<file path="config.mk">
export PLATFORM = sky130hd
export DESIGN_NAME = pm_event_timer
export DESIGN_NICKNAME = d
export VERILOG_FILES = /design/src/rtl/pm_pkg.sv /design/src/rtl/pm_bus_decode.sv /design/src/rtl/pm_tick_gen.sv /design/src/rtl/pm_timer.sv /design/src/rtl/pm_evt_regs.sv /design/src/rtl/pm_event_timer.sv
export SDC_FILE = /design/constraint.sdc
export NUM_CORES = 1
export LEC_CHECK = 0
export BUFFER_PORTS_ARGS = -buffer_cell sky130_fd_sc_hd__buf_4
export CORE_MARGIN = 1
export CORE_UTILIZATION = 35
export DETAILED_ROUTE_END_ITERATION = 8
export PLACE_DENSITY = 0.56
export SLEW_MARGIN = 5
export SYNTH_ARGS = -nofsm -noshare
export SYNTH_HDL_FRONTEND = slang
export SYNTH_SLANG_ARGS = --single-unit
</file>
<file path="constraint.sdc">
create_clock -name clk -period 2.1 [get_ports clk]
set_input_delay 0.315 -clock clk [delete_from_list [all_inputs] [get_ports clk]]
set_output_delay 0.315 -clock clk [all_outputs]
set_load 0.005 [all_outputs]
</file>
<file path="src/rtl/pm_pkg.sv">
package pm_pkg;
  typedef enum logic [1:0] {
    SZ_BYTE  = 2'b00,
    SZ_WORD  = 2'b01,
    SZ_DWORD = 2'b10
  } acc_size_e;

  localparam int REG_W = 16;
  localparam logic [REG_W-1:0] STS_IMPL  = 16'h8D31;
  localparam logic [REG_W-1:0] EN_IMPL   = 16'h0521;
  localparam logic [REG_W-1:0] CTRL_IMPL = 16'h3C05;
  localparam logic [REG_W-1:0] CTRL_RST  = 16'h0001;
  localparam int TMR_OVF_BIT = 0;
  localparam int INT_EN_BIT  = 0;
endpackage

</file>
<file path="src/rtl/pm_bus_decode.sv">
module pm_bus_decode
  import pm_pkg::*;
#(
  parameter int ADDR_W = 4,
  parameter int DATA_W = 32,
  parameter int TMR_W  = 24
) (
  input  logic              req_valid,
  input  logic              req_write,
  input  logic [ADDR_W-1:0] req_addr,
  input  logic [1:0]        req_size,
  input  logic [DATA_W-1:0] req_wdata,
  output logic [1:0]        sts_we,
  output logic [1:0]        en_we,
  output logic [1:0]        ctrl_we,
  output logic [REG_W-1:0]  sts_d,
  output logic [REG_W-1:0]  en_d,
  output logic [REG_W-1:0]  ctrl_d,
  output logic              tmr_load,
  output logic [TMR_W-1:0]  tmr_d
);
  logic             wr_go;
  logic [REG_W-1:0] low_form;

  assign wr_go = req_valid && req_write;

  always_comb begin
    sts_we   = '0;
    en_we    = '0;
    ctrl_we  = '0;
    tmr_load = 1'b0;
    if (wr_go) begin
      unique case (acc_size_e'(req_size))
        SZ_BYTE: begin
          case (req_addr)
            ADDR_W'(0): sts_we  = 2'b01;
            ADDR_W'(1): sts_we  = 2'b10;
            ADDR_W'(2): en_we   = 2'b01;
            ADDR_W'(3): en_we   = 2'b10;
            ADDR_W'(4): ctrl_we = 2'b01;
            ADDR_W'(5): ctrl_we = 2'b10;
            default: ;
          endcase
        end
        SZ_WORD: begin
          case (req_addr)
            ADDR_W'(0): sts_we  = 2'b11;
            ADDR_W'(2): en_we   = 2'b11;
            ADDR_W'(4): ctrl_we = 2'b11;
            default: ;
          endcase
        end
        SZ_DWORD: begin
          case (req_addr)
            ADDR_W'(0): begin
              sts_we = 2'b11;
              en_we  = 2'b11;
            end
            ADDR_W'(8): tmr_load = 1'b1;
            default: ;
          endcase
        end
        default: ;
      endcase
    end
  end

  assign low_form = (acc_size_e'(req_size) == SZ_BYTE) ?
                    {req_wdata[7:0], req_wdata[7:0]} : req_wdata[REG_W-1:0];
  assign sts_d  = low_form;
  assign ctrl_d = low_form;
  assign en_d   = (acc_size_e'(req_size) == SZ_DWORD) ?
                  req_wdata[2*REG_W-1:REG_W] : low_form;
  assign tmr_d  = req_wdata[TMR_W-1:0];
endmodule

</file>
<file path="src/rtl/pm_tick_gen.sv">
module pm_tick_gen #(
  parameter longint unsigned CLK_HZ  = 100_000_000,
  parameter longint unsigned TICK_HZ = 3_579_545,
  parameter int              ACC_W   = 32
) (
  input  logic clk,
  input  logic rst,
  output logic tick
);
  localparam longint unsigned INC64 =
    ((TICK_HZ << ACC_W) + (CLK_HZ / 2)) / CLK_HZ;
  localparam logic [ACC_W-1:0] INC = INC64[ACC_W-1:0];

  logic [ACC_W-1:0] acc_q;
  logic [ACC_W:0]   acc_sum;

  assign acc_sum = {1'b0, acc_q} + {1'b0, INC};

  always_ff @(posedge clk) begin
    if (rst) begin
      acc_q <= '0;
      tick  <= 1'b0;
    end else begin
      acc_q <= acc_sum[ACC_W-1:0];
      tick  <= acc_sum[ACC_W];
    end
  end
endmodule

</file>
<file path="src/rtl/pm_timer.sv">
module pm_timer #(
  parameter int TMR_W = 24
) (
  input  logic             clk,
  input  logic             rst,
  input  logic             tick,
  input  logic             load_en,
  input  logic [TMR_W-1:0] load_val,
  output logic [TMR_W-1:0] count,
  output logic             wrap
);
  assign wrap = tick && !load_en && (&count);

  always_ff @(posedge clk) begin
    if (rst)          count <= '0;
    else if (load_en) count <= load_val;
    else if (tick)    count <= count + TMR_W'(1);
  end
endmodule

</file>
<file path="src/rtl/pm_evt_regs.sv">
module pm_evt_regs
  import pm_pkg::*;
(
  input  logic             clk,
  input  logic             rst,
  input  logic [1:0]       sts_we,
  input  logic [1:0]       en_we,
  input  logic [1:0]       ctrl_we,
  input  logic [REG_W-1:0] sts_d,
  input  logic [REG_W-1:0] en_d,
  input  logic [REG_W-1:0] ctrl_d,
  input  logic [REG_W-1:0] hw_set,
  output logic [REG_W-1:0] sts_q,
  output logic [REG_W-1:0] en_q,
  output logic [REG_W-1:0] ctrl_q,
  output logic             irq
);
  localparam int LANES = REG_W / 8;

  logic [REG_W-1:0] sts_nx, en_nx, ctrl_nx;

  for (genvar b = 0; b < LANES; b++) begin : g_lane
    assign sts_nx[8*b +: 8]  = sts_we[b]  ? (sts_q[8*b +: 8] & ~sts_d[8*b +: 8])
                                          : sts_q[8*b +: 8];
    assign en_nx[8*b +: 8]   = en_we[b]   ? en_d[8*b +: 8]   : en_q[8*b +: 8];
    assign ctrl_nx[8*b +: 8] = ctrl_we[b] ? ctrl_d[8*b +: 8] : ctrl_q[8*b +: 8];
  end

  always_ff @(posedge clk) begin
    if (rst) begin
      sts_q  <= '0;
      en_q   <= '0;
      ctrl_q <= CTRL_RST;
      irq    <= 1'b0;
    end else begin
      sts_q  <= (sts_nx | hw_set) & STS_IMPL;
      en_q   <= en_nx & EN_IMPL;
      ctrl_q <= ctrl_nx & CTRL_IMPL;
      irq    <= (|(sts_q & en_q)) && ctrl_q[INT_EN_BIT];
    end
  end
endmodule

</file>
<file path="src/rtl/pm_event_timer.sv">
module pm_event_timer
  import pm_pkg::*;
#(
  parameter longint unsigned CLK_HZ  = 100_000_000,
  parameter longint unsigned TICK_HZ = 3_579_545,
  parameter int              ACC_W   = 32,
  parameter int              TMR_W   = 24,
  parameter int              ADDR_W  = 4,
  parameter int              DATA_W  = 32
) (
  input  logic              clk,
  input  logic              rst,
  input  logic              req_valid,
  input  logic              req_write,
  input  logic [ADDR_W-1:0] req_addr,
  input  logic [1:0]        req_size,
  input  logic [DATA_W-1:0] req_wdata,
  input  logic [REG_W-1:0]  evt_in,
  output logic              rsp_valid,
  output logic [DATA_W-1:0] rsp_rdata,
  output logic              irq
);
  logic [1:0]       sts_we, en_we, ctrl_we;
  logic [REG_W-1:0] sts_d, en_d, ctrl_d;
  logic [REG_W-1:0] sts_q, en_q, ctrl_q, hw_set;
  logic             tmr_load, tick, wrap;
  logic [TMR_W-1:0] tmr_d, count;
  logic [DATA_W-1:0] rd_mux;

  pm_bus_decode #(.ADDR_W(ADDR_W), .DATA_W(DATA_W), .TMR_W(TMR_W)) dec_i (
    .req_valid(req_valid), .req_write(req_write), .req_addr(req_addr),
    .req_size(req_size), .req_wdata(req_wdata),
    .sts_we(sts_we), .en_we(en_we), .ctrl_we(ctrl_we),
    .sts_d(sts_d), .en_d(en_d), .ctrl_d(ctrl_d),
    .tmr_load(tmr_load), .tmr_d(tmr_d)
  );

  pm_tick_gen #(.CLK_HZ(CLK_HZ), .TICK_HZ(TICK_HZ), .ACC_W(ACC_W)) tick_i (
    .clk(clk), .rst(rst), .tick(tick)
  );

  pm_timer #(.TMR_W(TMR_W)) tmr_i (
    .clk(clk), .rst(rst), .tick(tick), .load_en(tmr_load),
    .load_val(tmr_d), .count(count), .wrap(wrap)
  );

  assign hw_set = evt_in | (REG_W'(wrap) << TMR_OVF_BIT);

  pm_evt_regs regs_i (
    .clk(clk), .rst(rst),
    .sts_we(sts_we), .en_we(en_we), .ctrl_we(ctrl_we),
    .sts_d(sts_d), .en_d(en_d), .ctrl_d(ctrl_d),
    .hw_set(hw_set),
    .sts_q(sts_q), .en_q(en_q), .ctrl_q(ctrl_q), .irq(irq)
  );

  always_comb begin
    rd_mux = '0;
    unique case (acc_size_e'(req_size))
      SZ_BYTE: begin
        case (req_addr)
          ADDR_W'(0): rd_mux = DATA_W'(sts_q[7:0]);
          ADDR_W'(1): rd_mux = DATA_W'(sts_q[15:8]);
          ADDR_W'(2): rd_mux = DATA_W'(en_q[7:0]);
          ADDR_W'(3): rd_mux = DATA_W'(en_q[15:8]);
          ADDR_W'(4): rd_mux = DATA_W'(ctrl_q[7:0]);
          ADDR_W'(5): rd_mux = DATA_W'(ctrl_q[15:8]);
          default: ;
        endcase
      end
      SZ_WORD: begin
        case (req_addr)
          ADDR_W'(0): rd_mux = DATA_W'(sts_q);
          ADDR_W'(2): rd_mux = DATA_W'(en_q);
          ADDR_W'(4): rd_mux = DATA_W'(ctrl_q);
          default: ;
        endcase
      end
      SZ_DWORD: begin
        case (req_addr)
          ADDR_W'(0): rd_mux = DATA_W'({en_q, sts_q});
          ADDR_W'(8): rd_mux = DATA_W'(count);
          default: ;
        endcase
      end
      default: ;
    endcase
  end

  always_ff @(posedge clk) begin
    if (rst) begin
      rsp_valid <= 1'b0;
      rsp_rdata <= '0;
    end else begin
      rsp_valid <= req_valid && !req_write;
      if (req_valid && !req_write) rsp_rdata <= rd_mux;
    end
  end
endmodule

</file>
* Word level (Yosys, flattened, before mapping)
Cells that the tools add are included.
Operators by class: add/subtract/negate cells 2, equal/unequal tests 8, mux-type cells 25, bitwise gates (word level) 7, reductions and logical operators 13
Operators with widths (number):
- $pmux W32 S3 | 1
- $pmux W32 S2 | 1
- $mux W24 | 2
- $pmux W16 S3 | 1
- $pmux W8 S6 | 1
- $add A32 B28 Y33 const B | 1
- $mux W16 | 2
- $add A24 B1 Y24 const B | 1
- $reduce_and A24 Y1 | 1
- $pmux W2 S2 | 5
- $and A16 B16 Y16 | 1
- $and A8 B8 Y8 | 2
- $mux W8 | 2
- $not A8 Y8 | 2
- $or A16 B1 Y16 | 1
- $or A16 B16 Y16 | 1
- $reduce_or A16 Y1 | 1
- $mux W2 | 6
- $eq A4 B2 Y1 const B | 2
- $eq A4 B3 Y1 const B | 2
- $pmux W2 S3 | 1
- $logic_and A1 B1 Y1 | 5
- $eq A4 B1 Y1 const B | 1
- $eq A4 B4 Y1 const B | 1
- other kinds (8) | 11
Storage, ports and cells: register bits 139, input bits 58, output and inout bits 34

* Longest topological paths before layout
word-level depth 9, gate-level depth with buffers 9, depth with buffers taken out 7

* By module
A second synthesis with hierarchy kept.
Unflattened totals: cells, all modules 798, area total of the unflattened synthesis 7050.5 um^2
By module, submodules not included:
- pm_event_timer | times used 1, cells each 252, area each 2299.7 um^2, seq. area each 660.6 um^2
- pm_tick_gen | times used 1, cells each 187, area each 1581.5 um^2, seq. area each 660.6 um^2
- pm_timer | times used 1, cells each 166, area each 1420.1 um^2, seq. area each 480.5 um^2
- pm_evt_regs | times used 1, cells each 90, area each 907.1 um^2, seq. area each 360.3 um^2
- pm_bus_decode | times used 1, cells each 103, area each 842.1 um^2, seq. area each 0.0 um^2

* Least setup slack after synthesis
Ideal clock, no wire load.
path type register to register, start register tick_i.acc_q[15], end register tick_i.acc_q[22], setup time 0.123 ns, data arrival time 1.694 ns, data required time 1.977 ns, setup slack 0.283 ns, stages on the path, launching flop included 6, buffers on the path 0, clock period less this slack 1.817 ns, path through dfxtp_1 -> nor4_2 -> nand4_1 -> a21o_1 -> a21oi_2 -> mux2_1
On the way: longest elaborated chain between the ends 1
RTL lines:
- start, declared | line pm_tick_gen.sv:14 | logic [ACC_W-1:0] acc_q;
- start signal, assigned | line pm_tick_gen.sv:24 | acc_q <= acc_sum[ACC_W-1:0];
- $add A32 B28 Y33 | line pm_tick_gen.sv:17 | assign acc_sum = {1'b0, acc_q} + {1'b0, INC};
Every way passes these cells. A chain may end at the register's enable or synchronous reset.

* Worst setup path after layout
start register tick_i.acc_q[0], end register tick_i.acc_q[28]
The elaborated chain is that of the path after synthesis.

==> impl_metrics.yaml <==
setup_path:
  critPathCaptureType: "flop"
  reg2reg_depth: 7
  path_max_fanout: 4
  path_buf_inv: 1
  cp_cell_sequence: "inv_1 > ha_1 > nor3b_1 > nand4_1 > a21o_1 > a21oi_2 > mux2_1"
  path_class: "flop to flop"
  worstPathRequired_ns: 2.34
  worst-path-stages: 7
  cp-start-kind: "flop"
  arrival_ns: 2.22
  crit_slowest_cell: "mux2_1"
  critPathTopFamily: "simple AND/OR/NAND/NOR gates"
  max_stage_delay_ns: 0.34
global_routing:
  grt_pass1_vias: 4424
  grt_max_degree: 50
  grt.total_usage_pct: 19.8
  antenna_found_initial: 0
  grt_pass1_wl_mm: 23.0
  grt_overflow: 0
sta:
  fin_crit_ns: 1.99
  finalSetupTns_ns: 0
  hold_viol_final: 0
  rsz0062_at_grt: "false"
  setup_viol: 0
  tightest_slew_ns: 0.536
  finalCritPeriodShare_pct: 94.5
  slew-limit-headroom_pct: 64.1
  fin_worst_skew_ns: 0.00526
  final_max_slew_viol_count: 0
  whs_ns: 0.186
  fmax_ghz: 0.504
clocking:
  clock_latency_ns: 0.35
  post_cts_buffers: 0
  path_clk_slew_ns: 0.07
  cts_resized: 0
  cts-htree-levels: 3
  clock_sinks: 102
  cts_tree: "done"
  numCtsBuffers: 9
  clock_tree.root_cell: "clkbuf_16"
  postCtsHoldBufs: 0
  clockBufferDepth: 2
yosys:
  synth-seq-cells: 102
  ys.flop_type: "dfxtp_1"
  synth-seq-area-share_pct: 39.3
  ys_types: 69
  yosysWarnings: 0
  syn_avg_cell_area_um2: 8.56
  synth_edf_count: 0
  syn_inst: 606
  syn_area_mm2: 0.00519
  synthArstFlopShare_pct: 0
detailed_routing:
  drtAntennaViolNets: 0
  first_pass_iters: 5
  drt-initial-drc-count: 306
  drcViolationCount: 0
  vias: 4711
  wl_per_cell_um: 16.9
  wirelength_mm: 14.7
  avgViaCountPerCell: 5.40
outcome:
  status: "complete, no violations"
cells_and_area:
  syn2layout_area_growth_pct: 21.5
  post-route-util_pct: 43.5
  drive_gt1_share_pct: 19.9
  num_antenna_cells: 0
  nNetsFinal: 748
floorplanning:
  die_h_um: 124
  core-area_mm2: 0.0145
  initial_core_util_pct: 35.8
  rows: 44
  num_io_pins: 92
  dieArea_mm2: 0.0153
  die_x_um: 124
power_and_ir_drop:
  powerDensity_mw_per_mm2: 733
  ir_worst_vdd_mv: 0.424
  power_leakage_nw: 2.46
place:
  gp_congestion: 0.863
  io_buffers: 70
  hpwl_mm: 10.8
job:
  max_cap_violations: 0
min_path:
  min_path_cells: 3
  hold_class: "input port to flop"
## cells in the final DEF, fill, tap and decap left out, types with 4 or more instances in the layout
cell type / count
nand2b_1: 4
mux2i_1: 18
nor3b_1: 4
buf_4: 97
or3_1: 8
xor2_1: 22
dfxtp_1: 102
o21ai_0: 20
nor3_1: 8
a31oi_1: 4
nor2b_1: 7
ha_1: 6
and2_1: 6
xnor2_1: 16
nand4_1: 17
a22oi_1: 19
nand3_1: 16
nor2_1: 98
inv_1: 14
conb_1: 6
and3_1: 7
a21oi_1: 27
mux2_2: 4
nand2_1: 42
a211oi_1: 27
clkbuf_16: 9
a311oi_1: 4
a222oi_1: 4
and4_1: 5
## state kept, by name, summed over array words and instances, names as in the netlist
register       count
regs_i.sts_q       7
regs_i.irq         1
regs_i.en_q        4
tick_i.tick        1
rsp_valid          1
regs_i.ctrl_q      6
tmr_i.count       24
tick_i.acc_q      32
rsp_rdata         26
## through the flow
step	setup WS, ns	cells	power (mW)	cell area [um^2]
finish	0.115	872	4.62	6300
CTS	0.146	872	4.65	6300
global route	0.0406	872	4.83	6300
floorplan	0.283	611	2.77	5210
global placement	0.0472	857	3.02	6030
detailed placement	0.0167	857	3.04	6030
## Yosys cell counts (4+ instances only)
master,count,area (um^2)
dfxtp_1,102,2040
nor2_1,98,368
nand2_1,42,158
a211oi_1,27,203
a21oi_1,27,135
xor2_1,22,193
o21ai_0,20,100
a22oi_1,19,143
mux2i_1,18,180
nand4_1,17,106
nand3_1,16,80.1
xnor2_1,16,140
clkbuf_1,15,56.3
inv_1,14,52.6
buf_1,8,30.0
nor3_1,8,40.0
or3_1,8,50.1
and3_1,7,43.8
buf_4,7,52.6
nor2b_1,7,43.8
and2_1,6,37.5
buf_2,6,30.0
ha_1,6,75.1
and4_1,5,43.8
a222oi_1,4,40.0
a311oi_1,4,35.0
a31oi_1,4,25.0
mux2_2,4,45.0
nand2b_1,4,25.0
nor3b_1,4,30.0
## where the power goes
group	switching [mW]	internal, mW	leakage, nW
combinational	0.419	0.351	1.50
clock	0.741	0.868	0.132
sequential	0.168	2.07	0.831
## kinds of logic (layout without fill, tap and decap cells)
logic type / count (synthesis) / count (layout) / synth area share (%)
multiplexers: 24 / 24 / 4.77
adder cells (fa/ha/maj): 6 / 6 / 1.45
XOR/XNOR: 38 / 38 / 6.41
AO/OA/AOI/OAI: 135 / 135 / 18.3
buffers and inverters: 51 / 128 / 4.48
flip-flops: 102 / 102 / 39.3
AND/OR/NAND/NOR: 249 / 249 / 25.2
other: 1 / 6 / 0.0723
## worst reg2reg max path, cell delays in order, from the launching register on
cell,delay [ns]
dfxtp_1,0.33
inv_1,0.06
ha_1,0.17
nor3b_1,0.31
nand4_1,0.21
a21o_1,0.26
a21oi_2,0.19
mux2_1,0.34
## worst paths after layout
check / from / end / slack [ns]
setup / recovery: tick_i.acc_q[0]$_SDFF_PP0_ / tick_i.acc_q[28]$_SDFF_PP0_ / 0.11
hold / removal: evt_in[4] / regs_i.sts_q[4]$_SDFF_PP0_ / 0.19
setup reg to reg: tick_i.acc_q[0]$_SDFF_PP0_ / tick_i.acc_q[28]$_SDFF_PP0_ / 0.11
hold reg to reg: rsp_rdata[3]$_SDFFE_PP0P_ / rsp_rdata[3]$_SDFFE_PP0P_ / 0.45
## final cells by class
type	instances	area, um^2
Clock inverter	2	16.3
Tap cell	184	230
Inverter	14	52.6
Fill cell	1414	8180
Clock buffer	13	260
Multi-Input combinational cell	458	2930
Timing Repair Buffer	99	768
Sequential cell	102	2040
## metal layers
layer	global-route usage, %	up-vias	wire length [um]	part of all wire [%]
met2	32.6	132	6870	47
met5	0	-	0	0
met3	4.30	24	882	6.0
met4	7.83	0	364	2.5
li1	-	2328	-	-
met1	25.1	2227	6620	45
No activity file was read; power rests on OpenSTA's default activity.
